**src/rtl/adc_rd_pkg.sv**
```systemverilog
package adc_rd_pkg;

    typedef enum logic [2:0] {
        ST_IDLE,
        ST_CONV,
        ST_WAIT,
        ST_GUARD,
        ST_SHIFT,
        ST_GAP
    } rd_state_e;

    function automatic int ceil_div(input int num, input int den);
        return (num + den - 1) / den;
    endfunction

    function automatic int max_i(input int a, input int b);
        return (a > b) ? a : b;
    endfunction

    // bits needed to hold the values 0..n
    function automatic int width_for(input int n);
        return (n < 2) ? 1 : $clog2(n + 1);
    endfunction

    // bits needed to index n items
    function automatic int idx_width(input int n);
        return (n < 2) ? 1 : $clog2(n);
    endfunction

endpackage

```
**src/rtl/adc_rd_sck_gen.sv**
```systemverilog
module adc_rd_sck_gen #(
    parameter int HALF = 2
) (
    input  logic clk,
    input  logic rst,
    input  logic run,
    output logic sck,
    output logic rise_now,
    output logic fall_now
);
    localparam int CW = adc_rd_pkg::width_for(HALF);

    logic [CW-1:0] ph_cnt;
    logic          ph_end;

    assign ph_end   = (ph_cnt == CW'(HALF - 1));
    // strobes announce what sck does at the coming edge
    assign rise_now = run && ph_end && !sck;
    assign fall_now = run && ph_end && sck;

    always_ff @(posedge clk) begin
        if (rst || !run) begin
            ph_cnt <= '0;
            sck    <= 1'b0;
        end else if (ph_end) begin
            ph_cnt <= '0;
            sck    <= ~sck;
        end else begin
            ph_cnt <= ph_cnt + 1'b1;
        end
    end
endmodule

```
**src/rtl/adc_rd_shifter.sv**
```systemverilog
module adc_rd_shifter #(
    parameter int W = 16
) (
    input  logic         clk,
    input  logic         rst,
    input  logic         clear,
    input  logic         shift_en,
    input  logic         din,
    output logic [W-1:0] word
);
    always_ff @(posedge clk) begin
        if (rst || clear) begin
            word <= '0;
        end else if (shift_en) begin
            word <= {word[W-2:0], din};
        end
    end
endmodule

```
**src/rtl/adc_rd_select.sv**
```systemverilog
module adc_rd_select #(
    parameter int N  = 3,
    parameter int CW = 2
) (
    input  logic          clk,
    input  logic          rst,
    input  logic          en,
    input  logic [CW-1:0] idx,
    output logic [N-1:0]  sel_n
);
    for (genvar g = 0; g < N; g++) begin : g_line
        always_ff @(posedge clk) begin
            if (rst) begin
                sel_n[g] <= 1'b1;
            end else begin
                sel_n[g] <= !(en && (idx == CW'(g)));
            end
        end
    end
endmodule

```
**src/rtl/adc_bus_reader.sv**
```systemverilog
module adc_bus_reader
    import adc_rd_pkg::*;
#(
    parameter int N_DEV         = 3,
    parameter int WORD_W        = 16,
    parameter int SCK_HALF      = 2,
    parameter int CLK_PERIOD_NS = 4,
    parameter int GUARD_NS      = 16,
    parameter int CNV_HIGH      = 3,
    parameter int BUSY_TMO      = 200
) (
    input  logic                               clk,
    input  logic                               rst,
    input  logic                               start_i,
    input  logic                               busy_i,
    input  logic                               sdo_i,
    output logic                               cnv_o,
    output logic                               sck_o,
    output logic [N_DEV-1:0]                   rdl_n_o,
    output logic [WORD_W-1:0]                  word_o,
    output logic [adc_rd_pkg::idx_width(N_DEV)-1:0] word_ch_o,
    output logic                               word_valid_o,
    output logic                               done_o,
    output logic                               timeout_err_o
);
    localparam int CH_W      = idx_width(N_DEV);
    localparam int GUARD_CYC = max_i(1, ceil_div(GUARD_NS, CLK_PERIOD_NS));
    localparam int GAP_CYC   = 2 * SCK_HALF;
    localparam int CNT_W     = width_for(max_i(max_i(BUSY_TMO, GUARD_CYC),
                                               max_i(CNV_HIGH, GAP_CYC)));
    localparam int EDG_W     = width_for(WORD_W);

    typedef struct packed {
        logic [WORD_W-1:0] data;
        logic [CH_W-1:0]   ch;
    } result_t;

    rd_state_e        st, st_n;
    logic [CNT_W-1:0] cnt, cnt_n;
    logic [CH_W-1:0]  dev, dev_n;
    logic [EDG_W-1:0] edg, edg_n;
    logic             seen, seen_n;

    logic             cap, clr, emit, fin, tmo;
    logic             sck_run, rise_now, fall_now;
    logic [WORD_W-1:0] shreg;
    logic             sel_en;

    result_t          res_q;
    logic             valid_q, done_q, err_q, cnv_q;

    // ------------------------------------------------------------------
    // sequencing
    // ------------------------------------------------------------------
    always_comb begin
        st_n   = st;
        cnt_n  = cnt + 1'b1;
        dev_n  = dev;
        edg_n  = edg;
        seen_n = seen;
        cap    = 1'b0;
        clr    = 1'b0;
        emit   = 1'b0;
        fin    = 1'b0;
        tmo    = 1'b0;
        case (st)
            ST_IDLE: begin
                cnt_n = '0;
                if (start_i) begin
                    st_n   = ST_CONV;
                    seen_n = 1'b0;
                end
            end
            ST_CONV: begin
                seen_n = seen | busy_i;
                if (cnt == CNT_W'(CNV_HIGH - 1)) begin
                    st_n  = ST_WAIT;
                    cnt_n = '0;
                end
            end
            ST_WAIT: begin
                seen_n = seen | busy_i;
                if (seen && !busy_i) begin
                    st_n  = ST_GUARD;
                    cnt_n = '0;
                    dev_n = '0;
                    clr   = 1'b1;
                end else if (cnt == CNT_W'(BUSY_TMO - 1)) begin
                    st_n  = ST_IDLE;
                    cnt_n = '0;
                    tmo   = 1'b1;
                end
            end
            ST_GUARD: begin
                if (cnt == CNT_W'(GUARD_CYC - 1)) begin
                    st_n  = ST_SHIFT;
                    cnt_n = '0;
                    edg_n = '0;
                    cap   = 1'b1;   // top bit is already on the line
                end
            end
            ST_SHIFT: begin
                cnt_n = '0;
                if (rise_now) begin
                    edg_n = edg + 1'b1;
                    cap   = (edg != '0);
                end
                if (fall_now && (edg == EDG_W'(WORD_W))) begin
                    st_n = ST_GAP;
                    emit = 1'b1;
                end
            end
            ST_GAP: begin
                if (cnt == CNT_W'(GAP_CYC - 1)) begin
                    cnt_n = '0;
                    if (dev == CH_W'(N_DEV - 1)) begin
                        st_n = ST_IDLE;
                        fin  = 1'b1;
                    end else begin
                        st_n  = ST_GUARD;
                        dev_n = dev + 1'b1;
                        clr   = 1'b1;
                    end
                end
            end
            default: begin
                st_n  = ST_IDLE;
                cnt_n = '0;
            end
        endcase
    end

    always_ff @(posedge clk) begin
        if (rst) begin
            st   <= ST_IDLE;
            cnt  <= '0;
            dev  <= '0;
            edg  <= '0;
            seen <= 1'b0;
        end else begin
            st   <= st_n;
            cnt  <= cnt_n;
            dev  <= dev_n;
            edg  <= edg_n;
            seen <= seen_n;
        end
    end

    // ------------------------------------------------------------------
    // serial clock, capture and select
    // ------------------------------------------------------------------
    assign sck_run = (st == ST_SHIFT);

    adc_rd_sck_gen #(
        .HALF (SCK_HALF)
    ) u_sck (
        .clk      (clk),
        .rst      (rst),
        .run      (sck_run),
        .sck      (sck_o),
        .rise_now (rise_now),
        .fall_now (fall_now)
    );

    adc_rd_shifter #(
        .W (WORD_W)
    ) u_shift (
        .clk      (clk),
        .rst      (rst),
        .clear    (clr),
        .shift_en (cap),
        .din      (sdo_i),
        .word     (shreg)
    );

    assign sel_en = (st_n == ST_GUARD) || (st_n == ST_SHIFT);

    adc_rd_select #(
        .N  (N_DEV),
        .CW (CH_W)
    ) u_sel (
        .clk   (clk),
        .rst   (rst),
        .en    (sel_en),
        .idx   (dev_n),
        .sel_n (rdl_n_o)
    );

    // ------------------------------------------------------------------
    // result and strobes
    // ------------------------------------------------------------------
    always_ff @(posedge clk) begin
        if (rst) begin
            res_q   <= '0;
            valid_q <= 1'b0;
            done_q  <= 1'b0;
            err_q   <= 1'b0;
            cnv_q   <= 1'b0;
        end else begin
            valid_q <= emit;
            done_q  <= fin;
            err_q   <= tmo;
            cnv_q   <= (st_n == ST_CONV);
            if (emit) begin
                res_q.data <= shreg;
                res_q.ch   <= dev;
            end
        end
    end

    assign cnv_o         = cnv_q;
    assign word_o        = res_q.data;
    assign word_ch_o     = res_q.ch;
    assign word_valid_o  = valid_q;
    assign done_o        = done_q;
    assign timeout_err_o = err_q;

endmodule

```
**config.mk**
```make
export PLATFORM = sky130hd
export DESIGN_NAME = adc_bus_reader
export DESIGN_NICKNAME = d
export VERILOG_FILES = /design/src/rtl/adc_rd_pkg.sv /design/src/rtl/adc_rd_sck_gen.sv /design/src/rtl/adc_rd_shifter.sv /design/src/rtl/adc_rd_select.sv /design/src/rtl/adc_bus_reader.sv
export SDC_FILE = /design/constraint.sdc
export NUM_CORES = 1
export LEC_CHECK = 0
export ABC_AREA = 1
export CAP_MARGIN = 20
export CORE_MARGIN = 3
export CORE_UTILIZATION = 51
export CTS_CLUSTER_DIAMETER = 50
export DETAILED_ROUTE_END_ITERATION = 12
export PLACE_DENSITY_LB_ADDON = 0.15
export SLEW_MARGIN = 20
export SYNTH_ARGS = -nofsm -noshare
export SYNTH_HDL_FRONTEND = slang
export SYNTH_HIERARCHICAL = 1
export SYNTH_SLANG_ARGS = --single-unit
export TNS_END_PERCENT = 30
```
**constraint.sdc**
```tcl
create_clock -name clk -period 2 [get_ports clk]
set_input_delay 0.4 -clock clk [delete_from_list [all_inputs] [get_ports clk]]
set_output_delay 0.4 -clock clk [all_outputs]
set_load 0.05 [all_outputs]
```
# Word level (Yosys, flattened, before mapping)
# Index checks and enable logic that the tools add are counted.
dict set report word_totals {
  word_cells 108
  inputBits 5
  regBits 63
  out_inout_bits 26
}
dict set report op_classes {
  n_mux 34
  n_eq_ne 19
  bitwise 5
  addsub 4
  reduce_logical 29
}
# operator count
set ops {}
lappend ops {{$mux W8} 4}
lappend ops {{$pmux W8 S3} 1}
lappend ops {{$mux W3} 7}
lappend ops {{$pmux W3 S6} 1}
lappend ops {{$eq A8 B2 Y1 const B} 2}
lappend ops {{$mux W1} 10}
lappend ops {{$mux W5} 2}
lappend ops {{$pmux W5 S2} 1}
lappend ops {{$eq A3 B2 Y1 const B} 3}
lappend ops {{$eq A3 B3 Y1 const B} 3}
lappend ops {{$add A8 B1 Y8 const B} 1}
lappend ops {{$eq A8 B8 Y1 const B} 1}
lappend ops {{$logic_and A1 B1 Y1} 8}
lappend ops {{$mux W2} 4}
lappend ops {{$eq A3 B1 Y1 const B} 2}
lappend ops {{$logic_not A1 Y1} 6}
lappend ops {{$ne A2 B2 Y1 const B} 3}
lappend ops {{$pmux W1 S2} 3}
lappend ops {{$reduce_or A2 Y1} 3}
lappend ops {{$reduce_or A3 Y1} 2}
lappend ops {{$add A5 B1 Y5 const B} 1}
lappend ops {{$eq A5 B5 Y1 const B} 1}
lappend ops {{$reduce_bool A5 Y1} 1}
lappend ops {{$add A2 B1 Y2 const B} 2}
lappend ops {{other kinds (11)} 19}

# Logic depth before layout (Yosys ltp)
# Gate-level depths: netlist (run 1).
dict set report depth {
  ltp_word 10
  mapped_depth 16
  mapped_depth_nobuf 16
}

# Cells and area by module
# The synthesis (run 1) kept the hierarchy.
# mod area_per_inst_um2 cells_each seq_area_each_um2 n_inst
set by_module_without_submodules {}
lappend by_module_without_submodules {adc_bus_reader 2034.5 254 820.8 1}
lappend by_module_without_submodules {adc_rd_shifter 695.7 101 320.3 1}
lappend by_module_without_submodules {adc_rd_sck_gen 135.1 17 60.1 1}
lappend by_module_without_submodules {adc_rd_select 100.1 13 60.1 1}

# Worst setup path before layout (run 1)
# No wires, ideal clock.
dict set report synth_timing {
  path_type {register to register}
  from {reg st[0]}
  to {reg u_shift.word[12]}
  arrival_time_ns 1.876
  setup_slack_ns 0.010
  synth_period_minus_slack_ns 1.990
  path_stages_with_launch 12
  setup_time_ns 0.114
  cell_sequence {dfxtp_1 -> nor2_2 -> nand2_4 -> inv_1 -> inv_1 -> nor3_2 -> o31ai_1 -> o21ai_0 -> buf_4 -> nand2_1 -> nand2_2 -> nor2_2}
}
dict set report synth_via {
  elab_chain_len 5
  elab_cells_between_ends 10
  classes_between {eq/ne (4); mux (3); reduce/logical (3)}
}
# item line
set synth_lines {}
lappend synth_lines {{start, declared} adc_bus_reader.sv:38} ;# rd_state_e st, st_n;
lappend synth_lines {{start signal, assigned} adc_bus_reader.sv:141} ;# st <= st_n;
lappend synth_lines {{$eq A3 B3 Y1} adc_bus_reader.sv:152} ;# assign sck_run = (st == ST_SHIFT);
lappend synth_lines {{named net sck_run} adc_bus_reader.sv:45} ;# logic sck_run, rise_now, fall_now;
lappend synth_lines {{$logic_and A1 B1 Y1 (2 in series)} adc_rd_sck_gen.sv:18} ;# assign rise_now = run && ph_end && !sck;
lappend synth_lines {{named net rise_now} adc_bus_reader.sv:45}
lappend synth_lines {{$mux W1} adc_bus_reader.sv:104} ;# if (rise_now) begin
lappend synth_lines {{$pmux W1 S2} adc_bus_reader.sv:66} ;# case (st)
lappend synth_lines {{named net cap} adc_bus_reader.sv:44} ;# logic cap, clr, emit, fin, tmo;
lappend synth_lines {{end signal, assigned} adc_rd_shifter.sv:15} ;# word <= {word[W-2:0], din};
lappend synth_lines {{end, declared} adc_rd_shifter.sv:9} ;# output logic [W-1:0] word
# The timed path passes the listed nets, and every way through them passes these cells.
# A chain may end at the register's enable or synchronous reset.

# Worst setup path after layout (run 1)
dict set report layout_timing {
  from {reg res_q (netlist bit word_o[7])}
  to {out word_o[7]}
}
# item line
set layout_rtl {}
lappend layout_rtl {{start, declared} adc_bus_reader.sv:49} ;# result_t res_q;
lappend layout_rtl {{end, declared} adc_bus_reader.sv:20} ;# output logic [WORD_W-1:0] word_o,
# No word-level cell between the ends.

==> results by stage, run 1 <==
Yosys:
- After synthesis, flip-flops and latches occupy 42.53% of the total area.
- The number of nets in the synthesized netlist is 397.
- Counting instances in the post-synthesis netlist gives the leading cell types as sky130_fd_sc_hd__nor2_1 (79), sky130_fd_sc_hd__dfxtp_1 (63), sky130_fd_sc_hd__nand2_1 (60).
- The most used standard cell by instance count after synthesis is sky130_fd_sc_hd__nor2_1.
- The share of the synthesized area in the top cell type is 42.53%.
- The number of instances in the synthesized netlist is 385.
- The biggest area contributor in the post-synthesis netlist is sky130_fd_sc_hd__dfxtp_1.
- The mean cell area of the mapped netlist is 7.702 um2.
- Yosys attributes the largest share of cell area to sky130_fd_sc_hd__dfxtp_1 (43%), sky130_fd_sc_hd__nor2_1 (10%), sky130_fd_sc_hd__nand2_1 (7.6%), sky130_fd_sc_hd__inv_1 (5.6%), sky130_fd_sc_hd__nor2_2 (3.4%).
- The number of enable flip-flop cells after synthesis is 0.
- In this run, synthesis produced a sequential element count of 63.
- The synthesized netlist occupies a cell area of 2965 um2.
- After synthesis, the share of flip-flops with an asynchronous set or reset is 0%.
- Counting distinct cell types in the post-synthesis netlist gives 39.
- During synthesis, Yosys emitted a total of 6 warnings.
- The dominant register cell in the synthesized netlist is sky130_fd_sc_hd__dfxtp_1.

Placed design:
- The count of buffers added on input and output ports is 30.
- The total placed cells including tap cells is 488.
- The worst slack after detailed placement is -0.02534 ns.
- The congestion estimate from routability-driven global placement came to 0.7704.
- The wire-length estimate of the detail-placed layout is 3.955 mm.

STA:
- The final critical path time including I/O delays and setup is 1.892 ns.
- The maximum clock frequency is 528.5 MHz.
- The final-report setup violation count is 0.
- The part of the cycle the worst path needs is 94.61%.
- Across the routed clock network, the largest skew measured is 0.01207 ns.
- Setup repair after global routing left no endpoint under its margin.
- After layout, the worst setup slack is 0.1078 ns.
- The final count of pins violating max slew was 0.
- The relative slew slack is 61.53%.
- Across all hold checks on the routed design, the worst slack comes to 0.4218 ns.
- The number of failing hold endpoints at the final stage came to 0.
- For the pin with the worst max-slew slack, the measured transition is 0.5764 ns.

Routing:
- The first detailed-routing pass took 4 iterations.
- The remaining number of nets flagged by the antenna check after routing is 0.
- The via total after detailed routing is 2399.
- The DRC marker count from the first detailed-route iteration is 79.
- The vias per cell is 4.760.
- After detailed routing, the number of remaining DRC violations is 0.
- The final routed wire length divided by cell count is 10.73 um.
- The total routed wirelength is 5.408 mm.

Clock network:
- The H-tree was split into 3 levels.
- The clock reaches the later pin of the worst-skew pair after 0.34 ns.
- The hold-fix buffer count after cts is 0.
- Counting the buffers created by CTS gives 9.
- The clock-pin transition on the worst setup and hold timing paths is 0.08 ns.
- The tree is rooted in a sky130_fd_sc_hd__clkbuf_8.
- The clock passes through at most 2 buffers.
- TritonCTS built the clock tree.
- The clock sink count is 63.

Power and ir drop:
- Cell internal power was estimated by the tool at 2.125 mW.
- The worst-case vdd ir drop is 0.0004809 V.
- The share of total power in sequential cells is 46.8%.
- The combinational fraction of design power is 3.7%.
- The net switching component of the power is 0.5749 mW.
- Total power for the finished layout comes to 2.700 mW.
- Power spread over the standard cell area amounts to 747.2 nW/um2.
- The clock network accounts for 49.5% of the total power.
- Net switching is 21.29% of the power.
- The leakage power total is 1.420 nW.

Worst hold path:
- Along the worst hold path, the cell count comes to 1.
- The class of the tightest hold or removal check is flip-flop to flip-flop.
- In this run the most critical hold path is launched from u_sck/ph_cnt[0].
- The end point of the worst hold path is u_sck/ph_cnt[0].

Floorplan:
- The floorplan die area is 6765 um2.
- The initialized floorplan defines 27 standard-cell rows.
- Measured along the y axis, the die boundary spans 82.25 um.
- The core region is 5574 um2.
- The initial standard-cell utilization of the core is 53.20%.
- The floorplan step set the die width to 82.25 um.
- The boundary pin count is 31.

Global routing:
- The number of global-route vias before repair came to 2267.
- The initial antenna violation count is 0.
- Entering global routing, the biggest net connects 26 pins.
- The overall overflow remaining after global route is 0.
- The first global-routing pass estimated 9.556 mm of wire.
- For this run, the total global-route usage over all layers was measured as 18.36%.

Finish:
- 0 antenna diodes ended up in the layout.
- Fill cells in the final layout number 516.
- The non-filler instance count after layout is 504.
- From synthesis to final layout, the design area changed by 21.86%.
- The utilization after layout is 64.83%.
- Of the cells placed in the final design, the portion with a size suffix greater than 1 is 21.30%.
- In the final design database the tool counted 439 nets.

Setup path:
- On the worst path, the slowest cell contributes a delay of 0.81 ns.
- The startpoint of the most critical register-to-register path is cnt[1].
- The critical path launch point type is a flip-flop.
- For the worst setup path, the data arrival time is 1.49 ns.
- For the worst setup path, the data required time is 1.60 ns.
- The setup path with the least slack is of type flip-flop to primary output.
- The depth of the worst register-to-register path is 12.
- Along the worst path, the maximum fanout reaches 2.
- Among cell families on the critical path, the largest total delay comes from buffers and inverters.
- The register-to-register setup slack is 0.23 ns.
- The cell type of the slowest stage on the worst timing path is sky130_fd_sc_hd__clkdlybuf4s50_1.
- The number of buffer and inverter instances along the worst setup path is 1.
- The capture instance of the worst register-to-register path is u_sel/sel_n[2].
- The endpoint kind of the worst setup timing path is a primary output.
- Traced cell by cell, the critical path runs through clkdlybuf4s50_1.

Job:
- Across the run, the number of max-cap violations was 0.

Outcome:
- The flow ran to the end, and the final reports show no timing, DRC or antenna violations.
==> metrics by stage <==
stage,area (um2),TNS (ns)
global placement,3361,0
finish,3613,0
global route,3613,0
floorplan,2965,0
detailed placement,3361,-0.06131
CTS,3606,0
==> state kept, by name (all words and copies together), names as in the netlist <==
name	count
done_o	1
cnv_o	1
u_shift/word	16
st	3
u_sck/ph_cnt	2
u_sel/sel_n	3
word_o	16
edg	5
cnt	8
seen	1
timeout_err_o	1
dev	2
word_valid_o	1
u_sck/sck	1
word_ch_o	2
==> cell type report <==
class / count / area, um2 / area share (%)
clock buffer: 9 / 123.9 / 3.428
clock inverter: 7 / 121.4 / 3.359
inverter: 50 / 192.7 / 5.332
multi-input combinational: 262 / 1429 / 39.54
sequential: 63 / 1264 / 34.97
tap: 72 / 90.09 / 2.493
timing repair buffer: 41 / 392.9 / 10.87
==> routing by layer <==
metal	global-route usage [%]	vias up	routed length (um)
met1	22.45	1082	2553
met2	30.13	26	2608
met3	4.555	8	162
li1	-	1283	-
met5	0	-	0
met4	8.638	0	83
==> power groups by stage <==
stage | Sequential (mW) | Clock, mW | Combinational [mW]
after floorplan | 1.30 | 0 | 0.0633
after global placement | 1.29 | 0 | 0.0979
after detailed placement | 1.29 | 0 | 0.0989
after CTS | 1.26 | 1.37 | 0.0992
after global routing | 1.26 | 1.43 | 0.112
final | 1.26 | 1.34 | 0.0988
==> kinds of logic after synthesis <==
kind of cell	after synthesis	share of synthesized area [%]
DFF	63	42.53
AOI/OAI and AO/OA	44	9.747
adders and majority gates	7	2.953
buffers and inverters	60	9.578
xor gates and xnor gates	6	1.772
and+or+nand+nor	205	33.42
==> cells in the final DEF (no fill, tap or decap), types with 2 or more instances in the layout <==
master and instances:
sky130_fd_sc_hd__clkdlybuf4s50_1 29, sky130_fd_sc_hd__nand4_1 2, sky130_fd_sc_hd__inv_2 5, sky130_fd_sc_hd__nand2_2 10, sky130_fd_sc_hd__bufinv_16 3, sky130_fd_sc_hd__o21ai_0 10, sky130_fd_sc_hd__inv_1 44, sky130_fd_sc_hd__nand3_1 17
sky130_fd_sc_hd__nand3b_1 2, sky130_fd_sc_hd__xor2_1 5, sky130_fd_sc_hd__o21ai_2 5, sky130_fd_sc_hd__nor3_1 2, sky130_fd_sc_hd__nor2_4 7, sky130_fd_sc_hd__nand2_4 4, sky130_fd_sc_hd__dfxtp_1 61, sky130_fd_sc_hd__o21ai_1 10
sky130_fd_sc_hd__clkinvlp_4 3, sky130_fd_sc_hd__a21oi_2 6, sky130_fd_sc_hd__ha_1 7, sky130_fd_sc_hd__nand2_1 60, sky130_fd_sc_hd__nand3_2 2, sky130_fd_sc_hd__nor2_1 79, sky130_fd_sc_hd__nor2_2 15, sky130_fd_sc_hd__dfxtp_2 2
sky130_fd_sc_hd__clkbuf_8 9, sky130_fd_sc_hd__buf_4 11, sky130_fd_sc_hd__a21oi_1 8
==> timing repair <==
| item | 4_1_cts | 5_1_grt |
|---|---|---|
| resized for setup | 0 | 3 |
| endpoints found under the setup margin | 0 | 3 |
| buffers inserted | 0 | 0 |
==> worst max-delay path by stage <==
stage	slack, ns	start	endpoint	cells after the start
2_1_floorplan	0.01	st[0]	u_shift/word[12]	11
3_3_place_gp	0.02	busy_i	u_sel/sel_n[0]	11
3_5_place_dp	-0.03	busy_i	u_sel/sel_n[2]	11
4_1_cts	0.08	word_o[7]	word_o[7]	1
5_1_grt	0.006	st[0]	u_sel/sel_n[0]	16
6_report	0.11	word_o[7]	word_o[7]	1
Power figures use the tool's default switching activity.
==> run 2: changes to the inputs <==
--- a/config.mk
+++ b/config.mk
@@ -8,9 +8,10 @@
 export ABC_AREA = 1
 export CAP_MARGIN = 20
 export CORE_MARGIN = 3
-export CORE_UTILIZATION = 51
+export CORE_UTILIZATION = 55
 export CTS_CLUSTER_DIAMETER = 50
 export DETAILED_ROUTE_END_ITERATION = 12
+export DONT_BUFFER_PORTS = 1
 export PLACE_DENSITY_LB_ADDON = 0.15
 export SLEW_MARGIN = 20
 export SYNTH_ARGS = -nofsm -noshare
==> constraint.sdc (replaced) <==
create_clock -name clk -period 2.3 [get_ports clk]
set_input_delay 0.46 -clock clk [delete_from_list [all_inputs] [get_ports clk]]
set_output_delay 0.46 -clock clk [all_outputs]
set_load 0.05 [all_outputs]
==> results by stage, run 2 (synthesis results as in run 1) <==
Outcome:
- The flow ran to the end, and the final reports show no timing, DRC or antenna violations.

Global routing:
- The maximum number of pins on one net before global-route repair is 33 (+27%).
- The number of global-route vias before repair is 2150 (-5.2%).
- The total routing resource utilization after global routing is 18.43% (+0.071 points).
- The global-route wire length before repair is 9.066 mm (-5.1%).
- The overall overflow remaining after global route is 0 (unchanged).
- The initial antenna violation count is 0 (unchanged).

Setup path:
- The peak fanout along the critical path is 32 (+30).
- The critical path required time is 2.54 ns (+0.94 ns).
- The endpoint kind of the worst setup timing path is a flip-flop.
- The startpoint of the most critical register-to-register path is st[0].
- The register-to-register setup slack is 0.29 ns (+0.06 ns).
- The capture instance of the worst register-to-register path is u_shift/word[12].
- The data arrival time of the critical path is 2.24 ns (+0.75 ns).
- The start-to-end type of the worst setup path is flip-flop to flip-flop.
- The depth of the worst register-to-register path is 11 (-1).
- STA classifies the critical path startpoint as a flip-flop.

Routing:
- The total routed wirelength is 5.074 mm (-6.2%).
- The DRC marker count from the first detailed-route iteration is 77 (-2.5%).
- The vias per cell is 4.824 (+1.3%).
- The via total after detailed routing is 2243 (-6.5%).
- The final routed wire length divided by cell count was 10.91 um (+1.7%).
- The remaining number of nets flagged by the antenna check after routing was 0 (unchanged).
- The number of DRC violations after detailed routing is 0 (unchanged).
- The number of search-and-repair iterations in the first detailed-routing pass was 4 (unchanged).

Clock network:
- The clock latency at the later pin of the worst-skew pair was 0.34 ns (about the same).
- The number of post-CTS setup repair buffers is 0 (unchanged).
- The largest buffer count on any clock path is 2 (unchanged).
- The clock sink count is 63 (unchanged).
- The TritonCTS clock tree is yes.
- The hold-fix buffer count after cts is 0 (unchanged).
- The TritonCTS buffer count is 9 (unchanged).
- The deepest level of the CTS H-tree was 3 (unchanged).
- The number of resized instances in the post-cts repair step was 0 (unchanged).
- The cell chosen for the clock root is sky130_fd_sc_hd__clkbuf_8.
- The clock-pin transition on the worst setup and hold timing paths is 0.07 ns (about the same).

Power and ir drop:
- The sum of internal, switching and leakage power is 2.304 mW (-15%).
- The power density of the placed cells came to 708.7 nW/um2 (-5.2%).
- The worst-case vdd ir drop is 0.0004655 V (-3.2%).
- The leakage power total came to 1.285 nW (-9.5%).

STA:
- The clock skew after layout came to 0.007608 ns (-0.004461 ns).
- In the finished design, the share of the clock period the worst path needs comes to 87.34%.
- The number of failing hold endpoints at the final stage is 0 (unchanged).
- The final-report setup violation count is 0 (unchanged).
- The smallest clock period supported by the final layout is computed as 2.009 ns.
- The maximum clock frequency is 497.8 MHz.
- The setup TNS is 0 ns (unchanged).
- The relative slew slack is 64.32% (+2.8 points).
- The final count of pins violating max slew is 0 (unchanged).
- Setup repair after global routing left no endpoint under its margin.
- The actual slew at the worst max-slew pin came to 0.5345 ns (-0.04191 ns).

Job:
- The reported max-cap violation count came to 0 (unchanged).

Floorplan:
- The cell row count is 26 (-3.7%).
- The initial standard-cell utilization of the core was 57.33% (+4.1 points).
- The floorplan die area is 6308 um2 (-6.8%).
- The boundary pin count is 31 (unchanged).
- The die outline height is 79.43 um (-3.4%).
- The die width came to 79.43 um (-3.4%).
- The core region area is 5172 um2 (-7.2%).

Worst hold path:
- The worst hold path depth is 1 (unchanged).
- The end point of the worst hold path is dev[1].
- The class of the tightest hold or removal check is input pin to flip-flop.
- The startpoint identified for the worst hold timing path is rst.

Finish:
- The count of antenna diodes in the layout is 0 (unchanged).
- The share of post-route cells with drive strength above 1 was 20.51% (-0.79 points).
- The most common library cell in the layout ignoring fill and taps is sky130_fd_sc_hd__nor2_1.
- The total non-filler cell area in the finished layout came to 3251 um2 (-10%).
- The layout overhead on the synthesized area is 9.620%.
- The non-filler instance count after layout is 465 (-7.7%).
- The final layout net count is 402 (-8.4%).
- The library cells used most frequently in the layout, excluding fill and tap cells, are sky130_fd_sc_hd__nor2_1 (79), sky130_fd_sc_hd__dfxtp_1 (63), sky130_fd_sc_hd__nand2_1 (60).

Placed design:
- The sum of net half-perimeters after detailed placement is 3.538 mm (-11%).
- The total placed cells including tap cells came to 449 (-8.0%).
- The number of input and output port buffers inserted came to 0 (-100%).
- The placer congestion estimate is 0.7984 (+3.6%).
- The placement-stage cell area is 3008 um2 (-10%).
run 2: changes by cell type in the layout (fill, tap and decap cells not counted):
cell / change
sky130_fd_sc_hd__nor2_2: +1
sky130_fd_sc_hd__clkinv_4: -1
sky130_fd_sc_hd__clkbuf_1: +1
sky130_fd_sc_hd__clkinvlp_4: -3
sky130_fd_sc_hd__buf_4: -8
sky130_fd_sc_hd__clkdlybuf4s50_1: -29
sky130_fd_sc_hd__nor2_4: -1
sky130_fd_sc_hd__dfxtp_2: -2
sky130_fd_sc_hd__clkbuf_8: +4
sky130_fd_sc_hd__dfxtp_1: +2
sky130_fd_sc_hd__bufinv_16: -1
run 2: worst max-delay path: stages (launching register included):
cell and delay (ns):
sky130_fd_sc_hd__dfxtp_1 0.36, sky130_fd_sc_hd__nor2_2 0.19, sky130_fd_sc_hd__nand2_4 0.12, sky130_fd_sc_hd__inv_1 0.19, sky130_fd_sc_hd__inv_1 0.09, sky130_fd_sc_hd__nor3_2 0.25
sky130_fd_sc_hd__o31ai_1 0.15, sky130_fd_sc_hd__o21ai_2 0.18, sky130_fd_sc_hd__buf_12 0.20, sky130_fd_sc_hd__nand2_1 0.09, sky130_fd_sc_hd__nand2_2 0.06, sky130_fd_sc_hd__nor2_2 0.03
run 2: area by class of cell:
type	count	area, um2
clock buffers	14	182.7
well taps	70	87.58
fillers	454	1922
multi-input cells	262	1424
flip-flops and latches	63	1261
inverters	50	192.7
clock inverters	2	60.06
repair buffers	4	42.54
run 2: how the worst max path moves through the flow:
stage,startpoint,endpoint,slack [ns],cells past startpoint
CTS,st[0],u_shift/word[12],0.28,11
global route,st[0],u_shift/word[12],0.08,11
global placement,st[0],u_shift/word[12],0.38,11
finish,st[0],u_shift/word[12],0.29,11
floorplan,st[0],u_shift/word[12],0.31,11
detailed placement,st[0],u_shift/word[12],0.29,11
run 2: routing by layer:
metal	GRT usage [%]	up-vias	share of wire, %
li1	-	1205	-
met1	21.56	990	49
met2	29.55	34	44
met3	4.628	14	3.9
met4	12.37	0	2.7
met5	0	-	0
run 2: stage by stage:
step	util, %	setup slack, ns	hold slack, ns
final	62.84	0.2912	0.1826
after global routing	62.84	0.08439	0.1664
after CTS	62.84	0.2828	0.1631
after detailed placement	58.15	0.2944	0.4190
after global placement	58.15	0.3760	0.4048
after floorplan	-	0.3097	0.3962
run 2: power by group:
part           leakage (nW)  switching, mW  internal (mW)
registers             0.508        0.00925           1.10
logic                 0.654         0.0415         0.0207
clock network         0.123          0.407          0.730
